$ cat config.mk
export PLATFORM = sky130hd
export DESIGN_NAME = cpuclk_gen
export DESIGN_NICKNAME = d
export VERILOG_FILES = /design/src/rtl/cpuclk_pkg.sv /design/src/rtl/cpuclk_divider.sv /design/src/rtl/cpuclk_ready_sync.sv /design/src/rtl/cpuclk_reset_sync.sv /design/src/rtl/cpuclk_gen.sv
export SDC_FILE = /design/constraint.sdc
export NUM_CORES = 1
export LEC_CHECK = 0
export BUFFER_PORTS_ARGS = -buffer_cell sky130_fd_sc_hd__buf_2
export CAP_MARGIN = 5
export CORE_AREA = 2 2 39 41
export DETAILED_ROUTE_END_ITERATION = 8
export DIE_AREA = 0 0 41 43
export PLACE_DENSITY = 0.77
export RECOVER_POWER = 50
export SLEW_MARGIN = 40
export SYNTH_ARGS = -nofsm -noshare
export SYNTH_HDL_FRONTEND = slang
export SYNTH_SLANG_ARGS = --single-unit
$ cat constraint.sdc
create_clock -name osc_clk -period 2.2 [get_ports osc_clk]
set_clock_uncertainty 0.05 [all_clocks]
set_input_delay 0.11 -clock osc_clk [delete_from_list [all_inputs] [get_ports osc_clk]]
set_output_delay 0.11 -clock osc_clk [all_outputs]
set_load 0.01 [all_outputs]
$ cat src/rtl/cpuclk_pkg.sv
package cpuclk_pkg;

   // Strobes marking the oscillator edges at which the processor clock toggles
   typedef struct packed {
      logic rise;
      logic fall;
   } cpu_edge_t;

   function automatic int unsigned cnt_width(input int unsigned modulus);
      return (modulus < 2) ? 1 : $clog2(modulus);
   endfunction

endpackage

$ cat src/rtl/cpuclk_divider.sv
module cpuclk_divider
   import cpuclk_pkg::*;
#(
   parameter int unsigned DIV      = 3,
   parameter int unsigned HIGH_CNT = 1,
   parameter int unsigned PER_MULT = 2
) (
   input  logic      osc_clk,
   output logic      cpu_clk,
   output logic      per_clk,
   output cpu_edge_t edg_o
);
   localparam int unsigned MOD   = DIV * PER_MULT;
   localparam int unsigned CNT_W = cnt_width(MOD);
   localparam logic [CNT_W-1:0] LAST_C = CNT_W'(MOD - 1);
   localparam logic [CNT_W-1:0] DIV_C  = CNT_W'(DIV);
   localparam logic [CNT_W-1:0] HIGH_C = CNT_W'(HIGH_CNT);
   localparam logic [CNT_W-1:0] HALF_C = CNT_W'(MOD / 2);

   if (DIV < 2) begin : g_bad_div
      $error("cpuclk_divider: DIV must be at least 2");
   end
   if (HIGH_CNT < 1 || HIGH_CNT >= DIV) begin : g_bad_high
      $error("cpuclk_divider: HIGH_CNT must lie in 1..DIV-1");
   end
   if (PER_MULT < 1 || (MOD % 2) != 0) begin : g_bad_per
      $error("cpuclk_divider: DIV*PER_MULT must be even for a 50%% peripheral clock");
   end

   logic [CNT_W-1:0] cnt_q = '0;
   logic [CNT_W-1:0] cnt_nxt;
   logic [CNT_W-1:0] phase_q;
   logic [CNT_W-1:0] phase_nxt;
   logic             cpu_q = 1'b1;
   logic             per_q = 1'b1;

   always_comb begin
      cnt_nxt   = (cnt_q == LAST_C) ? '0 : cnt_q + 1'b1;
      phase_q   = cnt_q % DIV_C;
      phase_nxt = cnt_nxt % DIV_C;
   end

   always_ff @(posedge osc_clk) begin
      cnt_q <= cnt_nxt;
      cpu_q <= (phase_nxt < HIGH_C);
      per_q <= (cnt_nxt < HALF_C);
   end

   // Edge strobes: true on the oscillator edge where cpu_clk changes
   always_comb begin
      edg_o.rise = (phase_q == DIV_C - 1'b1);
      edg_o.fall = (phase_q == HIGH_C - 1'b1);
   end

   assign cpu_clk = cpu_q;
   assign per_clk = per_q;

endmodule

$ cat src/rtl/cpuclk_ready_sync.sv
module cpuclk_ready_sync
   import cpuclk_pkg::*;
#(
   parameter int unsigned N_RDY = 2
) (
   input  logic             osc_clk,
   input  cpu_edge_t        edg_i,
   input  logic [N_RDY-1:0] rdy_req,
   input  logic [N_RDY-1:0] rdy_en_n,
   input  logic             two_stage_n,
   output logic             ready_o
);
   if (N_RDY < 1) begin : g_bad_n
      $error("cpuclk_ready_sync: N_RDY must be at least 1");
   end

   logic [N_RDY-1:0] qual_vec;
   logic             qual_any;
   logic             first_q = 1'b0;
   logic             ready_q = 1'b0;

   for (genvar gi = 0; gi < N_RDY; gi++) begin : g_qual
      assign qual_vec[gi] = rdy_req[gi] & ~rdy_en_n[gi];
   end

   assign qual_any = |qual_vec;

   // First stage samples on processor rising edges
   always_ff @(posedge osc_clk) begin
      if (edg_i.rise) begin
         first_q <= qual_any;
      end
   end

   // Output stage updates on processor falling edges
   always_ff @(posedge osc_clk) begin
      if (edg_i.fall) begin
         ready_q <= two_stage_n ? qual_any : first_q;
      end
   end

   assign ready_o = ready_q;

endmodule

$ cat src/rtl/cpuclk_reset_sync.sv
module cpuclk_reset_sync
   import cpuclk_pkg::*;
#(
   parameter int unsigned SYNC_STAGES = 2,
   parameter int unsigned RST_HOLD    = 4
) (
   input  logic      osc_clk,
   input  cpu_edge_t edg_i,
   input  logic      rst_req_n,
   output logic      reset_o
);
   localparam int unsigned HOLD_W = cnt_width(RST_HOLD + 1);
   localparam logic [HOLD_W-1:0] HOLD_C = HOLD_W'(RST_HOLD);

   if (SYNC_STAGES < 1) begin : g_bad_sync
      $error("cpuclk_reset_sync: SYNC_STAGES must be at least 1");
   end
   if (RST_HOLD < 1) begin : g_bad_hold
      $error("cpuclk_reset_sync: RST_HOLD must be at least 1");
   end

   logic [SYNC_STAGES-1:0] sync_q = '1;
   logic                   req_act;
   logic [HOLD_W-1:0]      hold_q = HOLD_C;

   if (SYNC_STAGES == 1) begin : g_one
      always_ff @(posedge osc_clk) begin
         if (edg_i.rise) begin
            sync_q <= ~rst_req_n;
         end
      end
   end else begin : g_chain
      always_ff @(posedge osc_clk) begin
         if (edg_i.rise) begin
            sync_q <= {sync_q[SYNC_STAGES-2:0], ~rst_req_n};
         end
      end
   end

   assign req_act = sync_q[SYNC_STAGES-1];

   // Stretch counter: reloaded while the request is active, counts down after
   always_ff @(posedge osc_clk) begin
      if (edg_i.rise) begin
         if (req_act) begin
            hold_q <= HOLD_C;
         end else if (hold_q != '0) begin
            hold_q <= hold_q - 1'b1;
         end
      end
   end

   assign reset_o = req_act | (hold_q != '0);

endmodule

$ cat src/rtl/cpuclk_gen.sv
module cpuclk_gen
   import cpuclk_pkg::*;
#(
   parameter int unsigned DIV         = 3,
   parameter int unsigned HIGH_CNT    = 1,
   parameter int unsigned PER_MULT    = 2,
   parameter int unsigned N_RDY       = 2,
   parameter int unsigned SYNC_STAGES = 2,
   parameter int unsigned RST_HOLD    = 4
) (
   input  logic             osc_clk,
   input  logic [N_RDY-1:0] rdy_req,
   input  logic [N_RDY-1:0] rdy_en_n,
   input  logic             two_stage_n,
   input  logic             rst_req_n,
   output logic             osc_out,
   output logic             cpu_clk,
   output logic             per_clk,
   output logic             ready_out,
   output logic             reset_out
);
   cpu_edge_t edg;

   cpuclk_divider #(
      .DIV      (DIV),
      .HIGH_CNT (HIGH_CNT),
      .PER_MULT (PER_MULT)
   ) div_i (
      .osc_clk (osc_clk),
      .cpu_clk (cpu_clk),
      .per_clk (per_clk),
      .edg_o   (edg)
   );

   cpuclk_ready_sync #(
      .N_RDY (N_RDY)
   ) rdy_i (
      .osc_clk     (osc_clk),
      .edg_i       (edg),
      .rdy_req     (rdy_req),
      .rdy_en_n    (rdy_en_n),
      .two_stage_n (two_stage_n),
      .ready_o     (ready_out)
   );

   cpuclk_reset_sync #(
      .SYNC_STAGES (SYNC_STAGES),
      .RST_HOLD    (RST_HOLD)
   ) rst_i (
      .osc_clk   (osc_clk),
      .edg_i     (edg),
      .rst_req_n (rst_req_n),
      .reset_o   (reset_out)
   );

   assign osc_out = osc_clk;

endmodule

* After elaboration in Yosys (flattened, before gate mapping)
Index checks and enable logic that the tools add are counted.
** Cells by class
- $mul :: 0
- Div/mod/pow operators :: 2
- Shifts and indexed selects :: 0
- Magnitude comparators :: 2
- $add $sub $neg :: 2
- Equal/unequal tests :: 2
- Reductions and logical operators :: 5
- Multiplexer cells :: 3
- Bitwise gates (word level) :: 6
** Operators with widths (number)
- $mod 3x2->3 const B :: 2
- $mux 3 :: 2
- $add 3x1->3 const B :: 1
- $eq 3x2->1 const B :: 1
- $eq 3x3->1 const B :: 1
- $logic_not 3->1 :: 1
- $lt 3x1->1 const B :: 1
- $lt 3x2->1 const B :: 1
- $not 1->1 :: 3
- $reduce_bool 3->1 :: 1
- $sub 3x1->3 const B :: 1
- $and 1x1->1 :: 2
- $reduce_and 2->1 :: 1
- $reduce_bool 2->1 :: 1
- $reduce_or 2->1 :: 1
- $mux 1 :: 1
- $or 1x1->1 :: 1
** Word-level totals
- ROM bits :: 0
- Memories kept :: 0
- Memory bits (writable) :: 0
- Bits in latches :: 0
- Input bits :: 7
- Register bits after elaboration :: 12
- Word-level logic and storage cells :: 29

* Longest topological paths before layout
- Word-level depth :: 4
- Depth in mapped cells :: 6
- Mapped depth without buffers :: 6

* By module
Synthesis repeated with hierarchy kept, for this count alone.
** Second synthesis, totals
- Cells, all modules :: 53
- Area, all modules :: 574.3 µm²
** Modules (own cells, without submodules)
- cpuclk_divider :: instances 1, cells each 28, area each 256.5 µm², sequential area each 100.1 µm²
- cpuclk_reset_sync :: instances 1, cells each 17, area each 224.0 µm², sequential area each 150.1 µm²
- cpuclk_ready_sync :: instances 1, cells each 7, area each 86.3 µm², sequential area each 60.1 µm²
- cpuclk_gen :: instances 1, cells each 1, area each 7.5 µm², sequential area each 0.0 µm²

==> metrics.md <==
| Metric | Value |
|---|---|
| Row count | 14 |
| Fill count | 129 |
| Synthesized area per cell | ~11 µm² |
| Number of detailed-route iterations in the first pass | 4 |
| Worst Setup End Kind | flop |
| Least-Margin Pin Slew | 0.340 ns |
| Detail-routed via count per cell | 4.80 |
| N_diodes | 0 |
| Final period utilization | 0.881 |
| Ys flop type | edfxtp_1 |
| Core area | 1380 µm² |
| Initial antenna violation count | 0 |
| Starting density of the core | 0.408 |
| Routed WL per cell | 10.2 µm |
| First-pass GRT wire length | 1.50 mm |
| Post-CTS Setup Bufs | 0 |
| Gp weighted congestion | ~0.74 |
| Setup TNS Final | 0 ns |
| Crit path kind | flop to flop |
| Worst Path Max Fanout | 6 |
| DP Worst Slack | 0.267 ns |
| Startpoint Class | flop |
| Worst Path Arrival | 1.96 ns |
| Post-synth cell types | 22 |
| Run status | completed |
| EDFF count, synth | 7 |
| Fin Hold WS | around 0.20 ns |
| Clock Latency Late Sink | 0.39 ns |
| Synth Area in Compound Gates | 0.0931 |
| Syn_nets | between 60 and 70 |
| Leak Pwr | 0.305 nW |
| Final net count | 84 |
| Via count | 422 |
| Post-route ant nets | 0 |
| RSZ-0062 raised after global routing | no |
| Synthesized cell area | 564 µm² |
| Min-delay worst type | input port to flop |
| Post-DP Area | 639 µm² |
| Pwr Total | 499 µW |
| Fraction of registers with async set/reset | 0 |
| Die height | 43 µm |
| Die X | 41 µm |
| Synth Area in Adders | 0.0887 |
| Pins over their slew limit | 0 |
| PostCTS Resize Cnt | 0 |
| Final wirelength | 894 µm |
| Fin. Hold Viols | 0 |
| Drt drc | 0 |
| FMAX | 516 MHz |
| Mux share of post-synthesis cell area | 0.0576 |
| TritonCTS clock tree | yes |
| Pwr dens | slightly below 700 nW/µm² |
| IR drop worst, VDD | between 300 and 400 µV |
| Largest net degree at the start of global routing | 9 |
| Slew headroom | 0.774 |
| Yosys reg bits | 12 |
| PortBufs | 11 |
| Xor and xnor area share after synthesis | 0.0155 |
| Syn Inst Count | 50 |
| Final WS setup | 0.262 ns |
| GR Util All Layers | 0.139 |
| First DRT Iteration DRCs | 4 |
| Layout cells sized above 1 | 0.250 |
| # hold bufs at CTS | 4 |
| Required time worst endpoint | ~2.2 ns |
| Clock transition at path regs | 0.07 ns |
| Syn-to-layout area delta | 27.9% |
| I/O pins | 12 |
| Die area | between 1500 and 2000 µm² |
| Maxcap violations | 0 |
| Layout Cell Area excl Fill | 722 µm² |
| Largest family of logic cells by synthesized area | simple AND/OR/NAND/NOR gates |
| Setup violators final | 0 |
| Min Tclk post-route | 1.94 ns |
| Total congestion overflow | 0 |
| Register area share after synthesis | 0.550 |
| Post-Synth Simple-Gate Area | 0.129 |
| Synth Warn # | 0 |
| Vias in the first global route | 403 |
path summary, 6_finish.rpt:
path                          end  cells past startpoint             from  slack (ns)
setup / recovery    rdy_i.first_q                      6   div_i.cnt_q[2]        0.26
setup reg to reg    rdy_i.first_q                      6   div_i.cnt_q[2]        0.26
hold reg to reg   rst_i.sync_q[1]                      0  rst_i.sync_q[0]        0.40
hold / removal      rdy_i.ready_o                      4       rdy_req[1]        0.20
stage by stage:
stage / std cells / utilization
6_report: 88 / 0.522
5_1_grt: 88 / 0.522
4_1_cts: 88 / 0.526
3_5_place_dp: 77 / 0.462
3_3_place_gp: 77 / 0.462
2_1_floorplan: 50 / -
cells by family after synthesis:
| logic type | Yosys count |
|---|---|
| AND/OR/NAND/NOR | 13 |
| XOR/XNOR | 1 |
| AO/OA/AOI/OAI | 8 |
| buffers and inverters | 9 |
| flip-flops | 12 |
| multiplexers | 3 |
| adder cells (fa/ha/maj) | 4 |
sequential cells by signal, indices dropped and copies added, names as in the netlist:
| name | flops |
|---|---|
| div_i.cnt_q | 3 |
| rst_i.hold_q | 3 |
| rst_i.sync_q | 2 |
| div_i.cpu_clk | 1 |
| div_i.per_clk | 1 |
| rdy_i.first_q | 1 |
| rdy_i.ready_o | 1 |
worst max-delay path, stage by stage (launching register included):
cell	delay, ns
dfxtp_1	0.39
nor2b_1	0.25
inv_1	0.07
ha_1	0.29
nand3b_1	0.20
o21ai_0	0.13
o2bb2ai_1	0.23
synthesized netlist by cell type, types with 2 or more instances:
cell,number,area [µm²]
dfxtp_1,5,100
edfxtp_1,7,210
nor3_1,2,10.0
mux2_2,2,22.5
o21ai_0,4,20.0
o2bb2ai_1,2,17.5
inv_1,7,26.3
nor2_1,3,11.3
ha_1,4,50.1
nor2b_1,2,12.5
power breakdown:
group | switching [mW] | leakage, nW | internal (mW) | total (mW)
combinational | 0.00431 | 0.169 | 0.0110 | 0.0153
sequential | 0 | 0.103 | 0.236 | 0.236
clock | 0.105 | 0.0327 | 0.143 | 0.248
total | 0.109 | 0.305 | 0.390 | 0.499
area by class of cell:
type | count | area [µm²] | share of cell area
Timing Repair Buffer | 15 | 91.3 | 0.127
Tap cell | 16 | 20.0 | 0.0277
Inverter | 8 | 30.0 | 0.0416
Clock buffer | 8 | 53.8 | 0.0745
Sequential cell | 12 | 310 | 0.430
Multi-Input combinational cell | 29 | 216 | 0.300
per-layer routing:
metal / share of wire / up-vias / global-route usage
met2: 0.48 / 13 / 0.184
met1: 0.42 / 188 / 0.146
met4: 0.040 / 0 / 0.147
met3: 0.055 / 5 / 0.0628
li1: - / 216 / -
met5: 0 / - / 0
cells in the final DEF, fill, tap and decap left out, drive strengths merged, types with 3 or more instances in the layout:
master and n:
buf 9, clkbuf 10, dfxtp 5, dlygate4sd3 4, edfxtp 7, ha 4, inv 8, nor2 3
o21ai 4
(Power assumes the default switching activity.)
